===== src/rtl/cal_pkg.sv =====
// Shared layout, reset constants and BCD helper for the packed calendar clock.
package cal_pkg;

    localparam int YEAR_DIGITS = 4;
    localparam int YEAR_W      = 4 * YEAR_DIGITS;
    localparam int TIME_W      = 32;

    // Packed time word: field order sets the bit positions seen by software.
    typedef struct packed {
        logic [2:0] pad;    // [31:29] always zero on a valid word
        logic [3:0] mon;    // [28:25] 1 = January
        logic [4:0] mday;   // [24:20] 1..31
        logic [2:0] wday;   // [19:17] 1 = Sunday .. 7 = Saturday
        logic [4:0] hour;   // [16:12] 0..23
        logic [5:0] mins;   // [11:6]  0..59
        logic [5:0] secs;   // [5:0]   0..59
    } cal_word_t;

    localparam cal_word_t RESET_WORD = '{pad: 3'd0, mon: 4'd1, mday: 5'd1, wday: 3'd7,
                                         hour: 5'd0, mins: 6'd0, secs: 6'd0};
    localparam logic [YEAR_W-1:0] RESET_YEAR = 16'h2000;

    // Two BCD digits to binary 0..99.
    function automatic logic [6:0] bcd_to_bin(input logic [7:0] b);
        return ({3'b000, b[7:4]} * 7'd10) + {3'b000, b[3:0]};
    endfunction

endpackage


===== src/rtl/cal_prescaler.sv =====
// Divides the reference pulse stream down to one seconds tick.
// Assumes count_en is already qualified by the run control; clear wins over counting.
module cal_prescaler #(
    parameter int PRE_W = 15
) (
    input  logic clk,
    input  logic rst_n,
    input  logic clear,
    input  logic count_en,
    output logic sec_tick
);

    logic [PRE_W-1:0] cnt_q;

    // Free-running modulo-2**PRE_W count of enabled reference pulses.
    always_ff @(posedge clk) begin
        if (!rst_n)        cnt_q <= '0;
        else if (clear)    cnt_q <= '0;
        else if (count_en) cnt_q <= cnt_q + 1'b1;
    end

    // Tick on the pulse that wraps the count.
    assign sec_tick = count_en && (&cnt_q) && !clear;

endmodule


===== src/rtl/cal_month_len.sv =====
// Returns the number of days in a month for a given BCD year word.
// Assumes month codes 1..12; other codes are treated as 31-day months.
module cal_month_len
    import cal_pkg::*;
(
    input  logic [3:0]        mon,
    input  logic [YEAR_W-1:0] year_bcd,
    output logic [4:0]        days
);

    logic [6:0] yy_bin;
    logic [6:0] cc_bin;
    logic       leap;

    assign yy_bin = bcd_to_bin(year_bcd[7:0]);
    assign cc_bin = bcd_to_bin(year_bcd[15:8]);

    // Divisible by 4, except a century year must have a century divisible by 4.
    assign leap = (yy_bin[1:0] == 2'b00) && ((yy_bin != 7'd0) || (cc_bin[1:0] == 2'b00));

    // Month length lookup.
    always_comb begin
        unique case (mon)
            4'd2:                      days = leap ? 5'd29 : 5'd28;
            4'd4, 4'd6, 4'd9, 4'd11:   days = 5'd30;
            default:                   days = 5'd31;
        endcase
    end

endmodule


===== src/rtl/cal_year_inc.sv =====
// Adds one to a multi-digit BCD year word; the top digit wraps from 9 to 0.
module cal_year_inc
    import cal_pkg::*;
(
    input  logic [YEAR_W-1:0] year_in,
    output logic [YEAR_W-1:0] year_out
);

    logic       carry;
    logic [3:0] dig;

    // Ripple a decimal carry from the least significant digit upward.
    always_comb begin
        carry    = 1'b1;
        dig      = 4'd0;
        year_out = year_in;
        for (int i = 0; i < YEAR_DIGITS; i++) begin
            dig = year_in[4*i +: 4];
            if (carry) begin
                if (dig >= 4'd9) begin
                    year_out[4*i +: 4] = 4'd0;
                end else begin
                    year_out[4*i +: 4] = dig + 4'd1;
                    carry = 1'b0;
                end
            end
        end
    end

endmodule


===== src/rtl/cal_date_step.sv =====
// Computes the calendar one second later: field carries, month length, weekday, year.
// Assumes in-range fields; out-of-range values are folded to the wrap value.
module cal_date_step
    import cal_pkg::*;
(
    input  cal_word_t         cur,
    input  logic [YEAR_W-1:0] year_cur,
    output cal_word_t         nxt,
    output logic [YEAR_W-1:0] year_nxt
);

    logic [4:0]        mlen;
    logic [YEAR_W-1:0] year_plus;

    cal_month_len u_mlen (
        .mon      (cur.mon),
        .year_bcd (year_cur),
        .days     (mlen)
    );

    cal_year_inc u_yinc (
        .year_in  (year_cur),
        .year_out (year_plus)
    );

    // Carry chain from seconds up to the year.
    always_comb begin
        nxt      = cur;
        year_nxt = year_cur;
        if (cur.secs >= 6'd59) begin
            nxt.secs = 6'd0;
            if (cur.mins >= 6'd59) begin
                nxt.mins = 6'd0;
                if (cur.hour >= 5'd23) begin
                    nxt.hour = 5'd0;
                    nxt.wday = (cur.wday >= 3'd7) ? 3'd1 : cur.wday + 3'd1;
                    if (cur.mday >= mlen) begin
                        nxt.mday = 5'd1;
                        if (cur.mon >= 4'd12) begin
                            nxt.mon  = 4'd1;
                            year_nxt = year_plus;
                        end else begin
                            nxt.mon = cur.mon + 4'd1;
                        end
                    end else begin
                        nxt.mday = cur.mday + 5'd1;
                    end
                end else begin
                    nxt.hour = cur.hour + 5'd1;
                end
            end else begin
                nxt.mins = cur.mins + 6'd1;
            end
        end else begin
            nxt.secs = cur.secs + 6'd1;
        end
    end

endmodule


===== src/rtl/cal_clock_core.sv =====
// Packed calendar clock: prescaled seconds, staged year load, time+year match event.
// Assumes ref_tick is a clean one-cycle pulse already in the clk domain and that
// the alarm mask, sticky status and clear are implemented by the surrounding logic.
module cal_clock_core
    import cal_pkg::*;
#(
    parameter int PRE_W = 15
) (
    input  logic        clk,
    input  logic        rst_n,
    input  logic        ref_tick,
    input  logic        run_en,
    input  logic        year_ld_we,
    input  logic [15:0] year_ld_data,
    input  logic        time_ld_we,
    input  logic [31:0] time_ld_data,
    input  logic        match_time_we,
    input  logic [31:0] match_time_data,
    input  logic        match_year_we,
    input  logic [15:0] match_year_data,
    output logic [31:0] cal_time,
    output logic [15:0] cal_year,
    output logic        alarm_pulse
);

    cal_word_t         cal_q;
    cal_word_t         cal_nxt;
    logic [YEAR_W-1:0] year_q;
    logic [YEAR_W-1:0] year_nxt;
    logic [YEAR_W-1:0] year_stage_q;
    logic [TIME_W-1:0] match_time_q;
    logic [YEAR_W-1:0] match_year_q;
    logic              upd_q;
    logic              sec_tick;

    cal_prescaler #(.PRE_W(PRE_W)) u_pre (
        .clk      (clk),
        .rst_n    (rst_n),
        .clear    (time_ld_we),
        .count_en (run_en && ref_tick),
        .sec_tick (sec_tick)
    );

    cal_date_step u_step (
        .cur      (cal_q),
        .year_cur (year_q),
        .nxt      (cal_nxt),
        .year_nxt (year_nxt)
    );

    // Running calendar: a time load commits the staged year, else step on the tick.
    always_ff @(posedge clk) begin
        if (!rst_n) begin
            cal_q  <= RESET_WORD;
            year_q <= RESET_YEAR;
        end else if (time_ld_we) begin
            cal_q  <= cal_word_t'(time_ld_data);
            year_q <= year_stage_q;
        end else if (sec_tick) begin
            cal_q  <= cal_nxt;
            year_q <= year_nxt;
        end
    end

    // Year staging register, written ahead of the time load.
    always_ff @(posedge clk) begin
        if (!rst_n)          year_stage_q <= RESET_YEAR;
        else if (year_ld_we) year_stage_q <= year_ld_data;
    end

    // Match words for the alarm comparison.
    always_ff @(posedge clk) begin
        if (!rst_n) begin
            match_time_q <= '0;
            match_year_q <= '0;
        end else begin
            if (match_time_we) match_time_q <= match_time_data;
            if (match_year_we) match_year_q <= match_year_data;
        end
    end

    // Marks the cycle right after the calendar was updated.
    always_ff @(posedge clk) begin
        if (!rst_n) upd_q <= 1'b0;
        else        upd_q <= time_ld_we || sec_tick;
    end

    assign cal_time    = cal_q;
    assign cal_year    = year_q;
    assign alarm_pulse = upd_q && (cal_time == match_time_q) && (year_q == match_year_q);

endmodule


===== config.mk =====
export PLATFORM = sky130hd
export DESIGN_NAME = cal_clock_core
export DESIGN_NICKNAME = d
export VERILOG_FILES = /design/src/rtl/cal_pkg.sv /design/src/rtl/cal_prescaler.sv /design/src/rtl/cal_month_len.sv /design/src/rtl/cal_year_inc.sv /design/src/rtl/cal_date_step.sv /design/src/rtl/cal_clock_core.sv
export SDC_FILE = /design/constraint.sdc
export NUM_CORES = 1
export LEC_CHECK = 0
export ABC_AREA = 1
export ABC_CLOCK_PERIOD_IN_PS = 4000
export BUFFER_PORTS_ARGS = -buffer_cell sky130_fd_sc_hd__buf_2
export CAP_MARGIN = 20
export CORE_MARGIN = 2
export CORE_UTILIZATION = 55
export DETAILED_ROUTE_END_ITERATION = 7
export GPL_ROUTABILITY_DRIVEN = 0
export PLACE_DENSITY_LB_ADDON = 0.2
export SLEW_MARGIN = 20
export SYNTH_ARGS = -nofsm -noshare
export SYNTH_HDL_FRONTEND = slang
export SYNTH_SLANG_ARGS = --single-unit

===== constraint.sdc =====
create_clock -name clk -period 4 [get_ports clk]
set_clock_uncertainty 0.05 [all_clocks]
set_input_delay 0.8 -clock clk [delete_from_list [all_inputs] [get_ports clk]]
set_output_delay 0.8 -clock clk [all_outputs]
set_load 0.02 [all_outputs]

After elaboration in Yosys (flattened, before gate mapping)
Cells that the tools add are included.
- register bits after elaboration: 128
- output and inout port bits: 49
- word-level logic and storage cells: 114
- bits in writable memories: 0
- ROM bits: 0
- bits in latches: 0
- memories kept: 0
- input port bits: 104
- muxes and demuxes: 33
- $add $sub $neg: 13
- reduce and logical (&&, ||, !) cells: 32
- order comparisons: 10
- div/mod/pow operators: 0
- eq/ne operators: 7
- $mul: 2
- bitwise gates (word level): 1
- shifts and indexed selects: 0
- operators with widths (operator ; number):
    16-bit two-way mux ; 7
    4-bit two-way mux ; 9
    32-bit == test ; 1
    32-bit two-way mux ; 1
    29-bit two-way mux ; 1
    23-bit two-way mux ; 1
    7-bit AND reduction ; 3
    4-bit by 1-bit adder with 4-bit output, second input constant ; 5
    4-bit greater-or-equal comparator, second input constant ; 5
    2-bit nonzero test ; 9
    17-bit two-way mux ; 1
    16-bit == test ; 1
    15-bit by 1-bit adder with 15-bit output, second input constant ; 1
    15-bit AND reduction ; 1
    6-bit by 1-bit adder with 6-bit output, second input constant ; 2
    6-bit greater-or-equal comparator, second input constant ; 2
    12-bit two-way mux ; 1
    6-bit two-way mux ; 2
    5-bit by 1-bit adder with 5-bit output, second input constant ; 2
    5-bit two-way mux ; 2
    4-bit by 3-bit == test with 1-bit output, second input constant ; 2
    4-bit == test, second input constant ; 2
    7-bit by 4-bit adder with 7-bit output ; 1
    7-bit nonzero test ; 1
    other kinds (23) ; 35

Logic depth before layout (Yosys ltp)
Gate-level depths: netlist of the first run.
- word-level depth: 14
- depth in mapped cells: 24
- gate-level depth less buffers: 24

Cells and area by module
From an unflattened synthesis of the first run, not the netlist that was laid out.
- cell total of the unflattened synthesis: 1306
- area total of the unflattened synthesis: 8117.8 µm²
- by module, submodules not included (module ; sequential area each (µm²) ; area an instance (µm²) ; instances ; cells an instance):
    cal_clock_core ; 2262.2 ; 5275.1 ; 1 ; 801
    cal_date_step ; 0.0 ; 1129.8 ; 1 ; 228
    cal_prescaler ; 300.3 ; 790.8 ; 1 ; 116
    cal_year_inc ; 0.0 ; 586.8 ; 1 ; 103
    cal_month_len ; 0.0 ; 335.3 ; 1 ; 58

Least setup slack after synthesis of the first run
No wires, ideal clock.
- path kind: register -> register
- start point: register year_q[7] (netlist: cal_year[7])
- end point: register year_q[15] (netlist: cal_year[15])
- library setup time: 0.113 ns
- stages on the path, launching flop included: 24
- slack: 0.788 ns
- period minus slack after synthesis: 3.212 ns
- required time: 3.837 ns
- path buffers: 1
- data arrival time: 3.049 ns
- path through: dfxtp_1 ha_1 ha_1 inv_1 fa_1 inv_1 nand2_1 o21ai_0 nand3_1 nand2_1 a21oi_1 ha_1 inv_1 nand2_1 nand2_1 nand2_1 nand2_1 nand2_1 nand2_2 nor2_4 buf_6 nand3_1 nand2_1 nor2_1
- word-level cells in the longest chain between the ends: 10
- elaborated cells on any way between the ends: 15
- those cells by class: add/sub (1); mul (1); order compare (2); mux (5); reduce/logical (6)
- ends and longest elaborated chain (what ; RTL line ; RTL):
    start, declared ; cal_clock_core.sv:28 ; logic [YEAR_W-1:0] year_q;
    start signal, assigned ; cal_clock_core.sv:58 ; year_q <= year_stage_q;
    start signal, assigned ; cal_clock_core.sv:61 ; year_q <= year_nxt;
    4-bit by 3-bit multiplier with 6-bit output ; cal_pkg.sv:25 ; return ({3'b000, b[7:4]} * 7'd10) + {3'b000, b[3:0]};
    7-bit by 4-bit adder with 7-bit output ; cal_pkg.sv:25 ;
    7-bit nonzero test ; cal_month_len.sv:19 ; assign leap = (yy_bin[1:0] == 2'b00) && ((yy_bin != 7'd0) || (cc_bin[1:0] == 2'b00));
    1-bit logical OR ; cal_month_len.sv:19 ;
    1-bit logical AND ; cal_month_len.sv:19 ;
    1-bit two-way mux ; cal_month_len.sv:24 ; 4'd2: days = leap ? 5'd29 : 5'd28;
    2-bit one-hot mux with 2 select lines ; cal_month_len.sv:23 ; unique case (mon)
    5-bit greater-or-equal comparator ; cal_date_step.sv:37 ; if (cur.mday >= mlen) begin
    2-bit nonzero test (no line) ; -- ;
    7-bit AND reduction (no line) (*) ; -- ;
Mark *: on every way between the ends. The rest lies on a longest branch, timed or not.
A chain may end at the register's enable or synchronous reset.

Worst setup path after layout of the first run
- start point: register year_q[7] (netlist: cal_year[7])
- end point: register year_q[0] (netlist: cal_year[0])
- word-level cells in the longest chain between the ends: 10
- ends and longest elaborated chain (what ; RTL line):
    4-bit by 3-bit multiplier with 6-bit output ; cal_pkg.sv:25
    7-bit by 4-bit adder with 7-bit output ; cal_pkg.sv:25
    7-bit nonzero test ; cal_month_len.sv:19
    1-bit logical OR ; cal_month_len.sv:19
    1-bit logical AND ; cal_month_len.sv:19
    1-bit two-way mux ; cal_month_len.sv:24
    2-bit one-hot mux with 2 select lines ; cal_month_len.sv:23
    5-bit greater-or-equal comparator ; cal_date_step.sv:37
    2-bit nonzero test (no line) ; --
    6-bit AND reduction (no line) ; --
Every way passes these cells.

==> results.json, run 1 <==
{
  "vdd_drop_max_v": 0.0002564,
  "crit-reg2reg-capture": "cal_year[0]",
  "tightestPinTransition_ns": 0.8563,
  "track_usage_pct": 29.82,
  "min_path_type": "flip-flop to flip-flop",
  "relSlewSlack_pct": 42.91,
  "ff2ff_path_depth": 23,
  "synth_common_cells": "215 x nor2_1, 180 x nand2_1, 128 x dfxtp_1",
  "hold_end": "u_pre.cnt_q[14]",
  "hold_slack_ns": 0.4048,
  "detail-route-antenna-nets": 0,
  "postPlaceCellArea_um2": 7702,
  "maxCapViolations": 0,
  "rsz0062_at_grt": "false",
  "critical_path.max_fanout": 7,
  "yosysMostFrequentCell": "nor2_1",
  "multi_input_comb_area_um2": 3816,
  "synth_cells": 990,
  "num_vias": 6985,
  "synth_top_cell_by_area": "dfxtp_1",
  "io_buffers": 152,
  "reg2reg_slack_ns": 0.41,
  "fin_area_um2": 8279,
  "tritoncts": "done",
  "synth.distinct_cells": 46,
  "dp_hpwl_mm": 14.01,
  "wl_mm": 19.54,
  "hold_depth": 2,
  "synth_top_area_share_pct": 37.45,
  "synthArstFlopShare_pct": 0,
  "die_y_um": 115.5,
  "clock-sinks": 128,
  "cts_max_level": 4,
  "syn2layout_area_growth_pct": 20.99,
  "avgSynthCellArea_um2": 6.912,
  "layout_setup_ws_ns": 0.4105,
  "firstDrtPassIters": 5,
  "regArea_um2": 2562,
  "finalSetupTns_ns": 0,
  "worst_skew_pair.late_latency_ns": 0.42,
  "crit_type": "flip-flop to flip-flop",
  "core_um2": 12060,
  "synth_warnings": 0,
  "diodes": 0,
  "wl_per_cell_um": 14.87,
  "fin_crit_sh_pct": 89.74,
  "fp-row-count": 40,
  "nNetsFinal": 1270,
  "yosysSeqAreaShare_pct": 37.45,
  "clockBufferDepth": 2,
  "cts.repair.resized": 0,
  "synth_area_leaders": "dfxtp_1 37%, nor2_1 12%, nand2_1 9.9%",
  "drt-initial-drc-count": 804,
  "slew_violations": 0,
  "via_per_inst": 5.316,
  "drive_gt1_share_pct": 18.24,
  "io_pins": 153,
  "synth_flop_cell": "dfxtp_1",
  "syn_area_um2": 6843,
  "status": "complete, no violations",
  "postCtsSetupBuffers": 0,
  "dp.cells": 1282,
  "overflow": 0,
  "grt_pass1_wl_mm": 31.12,
  "p_per_area_nw_per_um2": 394.2,
  "synth_nets": 1127,
  "min_period_ns": 3.589,
  "timing.rr.start": "cal_year[7]",
  "die_w_um": 115.5,
  "drc": 0,
  "numCtsBuffers": 17,
  "end_kind": "flip-flop",
  "clkTransAtPathRegs_ns": 0.05,
  "start_util_pct": 56.73,
  "ctsHoldBuffers": 0,
  "crit_arrival_ns": 3.90,
  "dp_slack_ns": 0.4902,
  "utilization_pct": 68.64,
  "fillCellCount": 1081,
  "finalPower_mw": 3.264,
  "fin_cells": 1314,
  "grt_max_degree": 96,
  "first_global_vias": 6351,
  "hold_start": "u_pre.cnt_q[14]",
  "dieArea_um2": 13350,
  "report.final.hold_viol_count": 0,
  "synth_enable_flop_cells": 0,
  "max_freq_mhz": 278.6,
  "cp.required_ns": 4.31,
  "ys_ff_latch": 128,
  "grt_antenna_before_repair": 0,
  "setup_viol": 0,
  "cts_root_buffer": "clkbuf_16",
  "leakage_nw": 3.851,
  "worstSetupStartpointType": "flip-flop"
}
[state kept, by name, indices dropped and copies added, names as in the netlist]
register,count
cal_year,16
cal_time,32
upd_q,1
year_stage_q,16
u_pre.cnt_q,15
match_year_q,16
match_time_q,32
[cell type report]
class,count,area share (%)
clock buffers,28,6.725
clock inverters,4,0.2418
inverters,82,3.718
multi-input cells,746,46.09
flip-flops and latches,128,30.95
well taps,168,2.539
repair buffers,158,9.733
[where the power goes]
part | leakage, nW | switching (mW) | internal [mW]
sequential | 1.05 | 0.0561 | 1.34
clock | 0.292 | 0.552 | 0.937
combinational | 2.51 | 0.234 | 0.146
total | 3.85 | 0.841 | 2.42
[kinds of logic after synthesis]
kind of cell | after synthesis | synth area share, %
DFF | 128 | 37.45
adders and majority gates | 33 | 6.253
xor gates and xnor gates | 34 | 4.352
and+or+nand+nor | 476 | 28.83
AOI/OAI and AO/OA | 203 | 16.33
buffers and inverters | 116 | 6.784
[worst max-delay path by stage]
stage               slack, ns   startpoint  cells after the start           end
floorplan                0.79  cal_year[7]                     23  cal_year[15]
global placement         0.67  cal_year[7]                     23   cal_year[0]
detailed placement       0.49  cal_year[7]                     23   cal_year[0]
CTS                      0.47  cal_year[7]                     22  cal_year[15]
global route             0.09  cal_year[7]                     23   cal_year[1]
finish                   0.41  cal_year[7]                     23   cal_year[0]
[worst max-delay path, stage by stage (launching register included)]
cell	delay, ns
dfxtp_1	0.49
ha_1	0.31
ha_1	0.20
inv_1	0.06
fa_1	0.41
inv_1	0.09
nand2_1	0.05
o21ai_0	0.20
nand3_1	0.09
nand2_1	0.08
a21oi_1	0.07
ha_1	0.28
inv_1	0.03
nand2_1	0.05
nand2_1	0.04
nand2_1	0.05
nand2_1	0.09
nand2_1	0.13
nand2_2	0.14
nor2_1	0.16
nand2_1	0.16
inv_1	0.15
nor2_1	0.05
nor2_1	0.10
[layout by cell type (no fill, tap or decap), types with 14 or more instances in the layout]
master / n
xor2_1: 14
clkbuf_16: 17
buf_2: 152
dfxtp_1: 128
nand2_1: 180
a21oi_1: 33
ha_1: 31
inv_1: 78
xnor2_1: 20
o21ai_0: 127
nor2_1: 215
nand3_1: 48
[per-layer routing]
layer	track usage, %	vias up	routed length [um]
met2	47.13	272	8721
met3	6.747	36	1557
met5	0	-	0
li1	-	3512	-
met1	40.52	3165	8839
met4	9.799	0	424
Power figures use the tool's default switching activity.
==> inputs of run 2 (changes only) <==
- CORE_ASPECT_RATIO: not set -> 0.9
- PLACE_DENSITY: not set -> 0.83
- PLACE_DENSITY_LB_ADDON: 0.2 -> not set
- SLEW_MARGIN: 20 -> not set
==> results.json, run 2 (synthesized netlist as in run 1, its figures left out) <==
{
  "wl_mm": 20.06,
  "p_per_area_nw_per_um2": 420.8,
  "min_period_ns": 3.536,
  "io_pins": 153,
  "end_kind": "flip-flop",
  "grt_antenna_before_repair": 0,
  "max_freq_mhz": 282.8,
  "core_um2": 12080,
  "cts_root_buffer": "clkbuf_16",
  "clockBufferDepth": 2,
  "p_sw_share_pct": 25.37,
  "cts_max_level": 4,
  "final_common_cell": "nor2_1",
  "first_global_vias": 6546,
  "tritoncts": "done",
  "vdd_drop_max_v": 0.0002891,
  "detail-route-antenna-nets": 0,
  "wl_per_cell_um": 15.36,
  "grtUsageMet2_pct": 47.59,
  "num_vias": 7092,
  "layout_setup_ws_ns": 0.4640,
  "worst_skew_pair.late_latency_ns": 0.42,
  "fillCellCount": 1028,
  "rsz0062_at_grt": "false",
  "dp_hpwl_mm": 14.17,
  "cp.required_ns": 4.31,
  "overflow": 0,
  "finalSetupTns_ns": 0,
  "drive_gt1_share_pct": 18.41,
  "syn2layout_area_growth_pct": 22.11,
  "numCtsBuffers": 17,
  "clock-sinks": 128,
  "start_util_pct": 56.66,
  "min_path_type": "flip-flop to flip-flop",
  "dieArea_um2": 13350,
  "layout_common_cells": "215 x nor2_1, 180 x nand2_1, 152 x buf_2",
  "grt_max_degree": 96,
  "hold_slack_ns": 0.4086,
  "grt_pass1_wl_mm": 31.82,
  "die_y_um": 109.8,
  "critical_path.max_fanout": 7,
  "relSlewSlack_pct": 45.32,
  "multi_input_comb_area_um2": 3816,
  "postCtsSetupBuffers": 0,
  "cts.repair.resized": 0,
  "fp-row-count": 38,
  "worstSetupStartpointType": "flip-flop",
  "grt_busiest_layer": "met2",
  "crit_type": "flip-flop to flip-flop",
  "status": "complete, no violations",
  "drc": 0,
  "crit_arrival_ns": 3.85,
  "p_switching_uw": 891.9,
  "nNetsFinal": 1270,
  "maxCapViolations": 0,
  "firstDrtPassIters": 6,
  "track_usage_pct": 30.94,
  "clkTransAtPathRegs_ns": 0.06,
  "io_buffers": 152,
  "clkPwrFrac_pct": 49.3,
  "setup_viol": 0,
  "via_per_inst": 5.430,
  "diodes": 0,
  "tightestPinTransition_ns": 0.8202,
  "p_int_mw": 2.624,
  "comb_power_share_pct": 10.9,
  "seq_power_share_pct": 39.7,
  "slew_violations": 0,
  "regArea_um2": 2562,
  "utilization_pct": 69.19,
  "grt_use_met1_pct": 39.88,
  "dp_slack_ns": 0.5473,
  "ctsHoldBuffers": 0,
  "use_met3_pct": 11.26,
  "report.final.hold_viol_count": 0,
  "drt-initial-drc-count": 654,
  "die_w_um": 121.6,
  "fin_crit_sh_pct": 88.40,
  "leakage_nw": 3.878
}
run 2: changes by cell type in the layout (fill, tap and decap cells not counted):
cell	delta
bufinv_16	+5
clkbuf_1	-2
clkinvlp_4	+2
clkinv_4	+4
clkbuf_8	-7
clkinv_2	-2
run 2: path summary, 6_finish.rpt:
path | start | cells past startpoint | slack (ns) | endpoint
max | cal_year[7] | 23 | 0.46 | cal_year[1]
min | year_stage_q[13] | 2 | 0.41 | year_stage_q[13]
max reg2reg | cal_year[7] | 23 | 0.46 | cal_year[1]
min reg2reg | year_stage_q[13] | 2 | 0.41 | year_stage_q[13]
run 2: critical path: stages, from the launching register on:
cell and delay, ns:
dfxtp_1 0.47, ha_1 0.29, ha_1 0.19, inv_1 0.07, fa_1 0.42, inv_1 0.09
nand2_1 0.05, o21ai_0 0.16, nand3_1 0.08, nand2_1 0.07, a21oi_1 0.06, ha_1 0.28
inv_1 0.04, nand2_1 0.05, nand2_1 0.05, nand2_1 0.05, nand2_1 0.10, nand2_1 0.13
nand2_2 0.14, nor2_1 0.17, nand2_1 0.17, inv_1 0.15, nor2_1 0.05, nor2_1 0.10
run 2: per-stage QoR:
stage               std cells  total power [mW]  area, um2
global route             1306             3.637       8356
finish                   1306             3.516       8356
CTS                      1306             3.514       8356
detailed placement       1274             1.794       7692
global placement         1274             1.788       7692
floorplan                 990             1.647       6843
run 2: per-layer routing:
layer | vias up | share of wire (%)
met2 | 330 | 44
met4 | 0 | 2.6
met1 | 3198 | 43
li1 | 3513 | -
met5 | - | 0
met3 | 51 | 10
run 2: layout make-up:
type	instances	share of cell area, %
flip-flops and latches	128	30.67
repair buffers	158	9.644
clock inverters	13	2.516
multi-input cells	746	45.67
well taps	160	2.396
clock buffers	19	5.421
inverters	82	3.684
run 2: power groups by stage:
stage | clock, mW | combinational, mW | sequential [mW]
3_5_place_dp | 0 | 0.374 | 1.42
3_3_place_gp | 0 | 0.369 | 1.42
5_1_grt | 1.80 | 0.430 | 1.40
4_1_cts | 1.74 | 0.380 | 1.39
6_report | 1.73 | 0.385 | 1.40
2_1_floorplan | 0 | 0.224 | 1.42
==> inputs of run 3 (changes only) <==
- ABC_AREA: 1 -> not set
- CORE_MARGIN: 2 -> 5
==> results.json, run 3 <==
{
  "nNetsFinal": 1061,
  "postPlaceCellArea_um2": 7739,
  "final_common_cell": "buf_2",
  "worst_skew_pair.late_latency_ns": 0.42,
  "p_per_area_nw_per_um2": 404.5,
  "cts_root_buffer": "clkbuf_16",
  "layout_common_cells": "152 x buf_2, 125 x dfxtp_1, 118 x nor2_1",
  "cp.required_ns": 4.29,
  "diodes": 0,
  "syn2layout_area_growth_pct": 23.22,
  "via_per_inst": 5.841,
  "io_pins": 153,
  "tritoncts": "done",
  "synth_simple_gate_area_share_pct": 20.50,
  "worstSetupStartpointType": "flip-flop",
  "ff2ff_path_depth": 17,
  "crit_type": "flip-flop to flip-flop",
  "vdd_drop_max_v": 0.0002730,
  "synth-xor-area-share_pct": 6.809,
  "yosys.area_share.adder_pct": 6.423,
  "detail-route-antenna-nets": 0,
  "relSlewSlack_pct": 35.46,
  "drive_gt1_share_pct": 25.72,
  "synth_nets": 908,
  "report.final.hold_viol_count": 0,
  "min_period_ns": 3.886,
  "grt_antenna_before_repair": 0,
  "synth.distinct_cells": 73,
  "tightestPinTransition_ns": 0.9681,
  "finalSetupTns_ns": 0,
  "overflow": 0,
  "fillCellCount": 972,
  "firstDrtPassIters": 6,
  "setup_viol": 0,
  "maxCapViolations": 0,
  "synth_common_cells": "128 x dfxtp_1, 118 x nor2_1, 73 x mux2i_1",
  "fin_cells": 1097,
  "synth-compound-area-share_pct": 12.97,
  "cts_max_level": 4,
  "clock-sinks": 128,
  "yosysSeqAreaShare_pct": 37.58,
  "synth_top_cell_by_area": "dfxtp_1",
  "track_usage_pct": 27.13,
  "yosys-mux-area-fraction_pct": 10.88,
  "first_global_vias": 6122,
  "end_kind": "flip-flop",
  "min_path_type": "flip-flop to flip-flop",
  "ctsHoldBuffers": 0,
  "synth_cells": 771,
  "die_y_um": 115.6,
  "avgSynthCellArea_um2": 8.843,
  "cpMaxStageDelayCell": "or4b_4",
  "timing.rr.start": "cal_year[5]",
  "finalPower_mw": 3.398,
  "fin_area_um2": 8401,
  "synth_warnings": 0,
  "regArea_um2": 2569,
  "num_vias": 6408,
  "synthArstFlopShare_pct": 0,
  "crit_start": "cal_year[5]",
  "critical_path.max_fanout": 3,
  "numCtsBuffers": 17,
  "die_w_um": 127.4,
  "dp_slack_ns": -0.08253,
  "utilization_pct": 69.29,
  "max_freq_mhz": 257.4,
  "start_util_pct": 56.23,
  "yosysMostFrequentCell": "dfxtp_1",
  "clkTransAtPathRegs_ns": 0.06,
  "fp-row-count": 38,
  "critPathBufInv": 2,
  "crit_arrival_ns": 4.17,
  "hold_start": "year_stage_q[4]",
  "hold_depth": 2,
  "drc": 0,
  "wl_per_cell_um": 18.30,
  "hold_slack_ns": 0.4295,
  "clockBufferDepth": 2,
  "grt_pass1_wl_mm": 31.65,
  "drt-initial-drc-count": 621,
  "synth_top_family_by_area": "simple AND/OR/NAND/NOR gates",
  "multi_input_comb_area_um2": 4006,
  "core_um2": 12120,
  "ys_ff_latch": 128,
  "fin_crit_sh_pct": 97.14,
  "syn_area_um2": 6818,
  "dp.cells": 1062,
  "worst-path-stages": 17,
  "layout_setup_ws_ns": 0.1144,
  "slew_violations": 0,
  "io_buffers": 152,
  "grt_max_degree": 86,
  "dp_hpwl_mm": 14.45,
  "synth_top_area_share_pct": 37.58,
  "status": "complete, no violations",
  "slowest_delay_ns": 0.49,
  "crit_path_cell_trace": "ha_4 > ha_2 > inv_2 > fa_2 > xor2_2 > or4b_4 > a221o_1 > nand2_1 > a21oi_1 > ha_1 > nand2b_4 > a21oi_4 > nor4_4 > buf_4 > nand2_2 > mux2_4 > a21oi_2",
  "dieArea_um2": 14730,
  "wl_mm": 20.08,
  "synth_flop_cell": "dfxtp_1",
  "leakage_nw": 3.803,
  "crit_family": "simple AND/OR/NAND/NOR gates",
  "synth_area_leaders": "dfxtp_1 38%, mux2i_1 11%, nor2_1 6.5%",
  "synth_enable_flop_cells": 0
}
## run 3: cell count changes in the layout (fill, tap and decap cells not counted), moves of 6 or more
cell	previous run	this run
nand2_1	180	47
o21ai_0	127	28
nor2_1	215	118
mux2i_1	0	73
inv_1	78	32
nand3_1	48	27
xor2_1	14	34
buf_4	6	22
a21oi_1	33	19
o211ai_1	1	10
a31oi_1	6	14
nor4_1	0	8
and4_1	0	6
nand4_1	7	13
## run 3: repair_timing
action | 4_1_cts | 5_1_grt
resized for setup | 9 | 6
endpoints found under the setup margin | 13 | 14
pin swaps | 6 | 7
buffers inserted | 2 | 1
gates cloned | 0 | 0
## run 3: area by class of cell
| type | instances | share of cell area [%] |
|---|---|---|
| Timing Repair Buffer | 174 | 11.02 |
| Inverter | 34 | 1.519 |
| Multi-Input combinational cell | 569 | 47.69 |
| Clock inverter | 13 | 1.653 |
| Clock buffer | 19 | 5.153 |
| Sequential cell | 128 | 30.58 |
| Tap cell | 160 | 2.383 |
## run 3: worst register-to-register path: cells and delay by family, from the launching register on
family / cells / cell delay [ns]
AOI/OAI and AO/OA: 4 / 0.56
xor gates and xnor gates: 1 / 0.17
adders and majority gates: 4 / 1.04
buffers and inverters: 2 / 0.23
DFF: 1 / 0.35
muxes: 1 / 0.31
and+or+nand+nor: 5 / 1.10
## run 3: routing by layer
layer | wire (um) | vias to the layer above | global-route usage (%)
li1 | - | 3049 | -
met1 | 8745 | 3016 | 36.12
met2 | 9121 | 307 | 43.60
met5 | 0 | - | 0
met4 | 480 | 0 | 8.578
met3 | 1731 | 36 | 6.866
## run 3: where the power goes
part           switching [mW]  internal [mW]
registers              0.0829           1.35
clock network           0.579          0.917
logic                   0.271          0.203
total                   0.933           2.46
## run 3: final timing paths
kind | endpoint | slack, ns
worst min register to register | cal_year[4] | 0.43
worst min-delay path | cal_year[4] | 0.43
worst max register to register | cal_year[9] | 0.11
worst max-delay path | cal_year[9] | 0.11
## run 3: logic make-up after synthesis
group                    count (synthesis)
AND/OR/NAND/NOR                        279
AO/OA/AOI/OAI                          129
flip-flops                             128
buffers and inverters                   74
multiplexers                            74
XOR/XNOR                                53
adder cells (fa/ha/maj)                 34
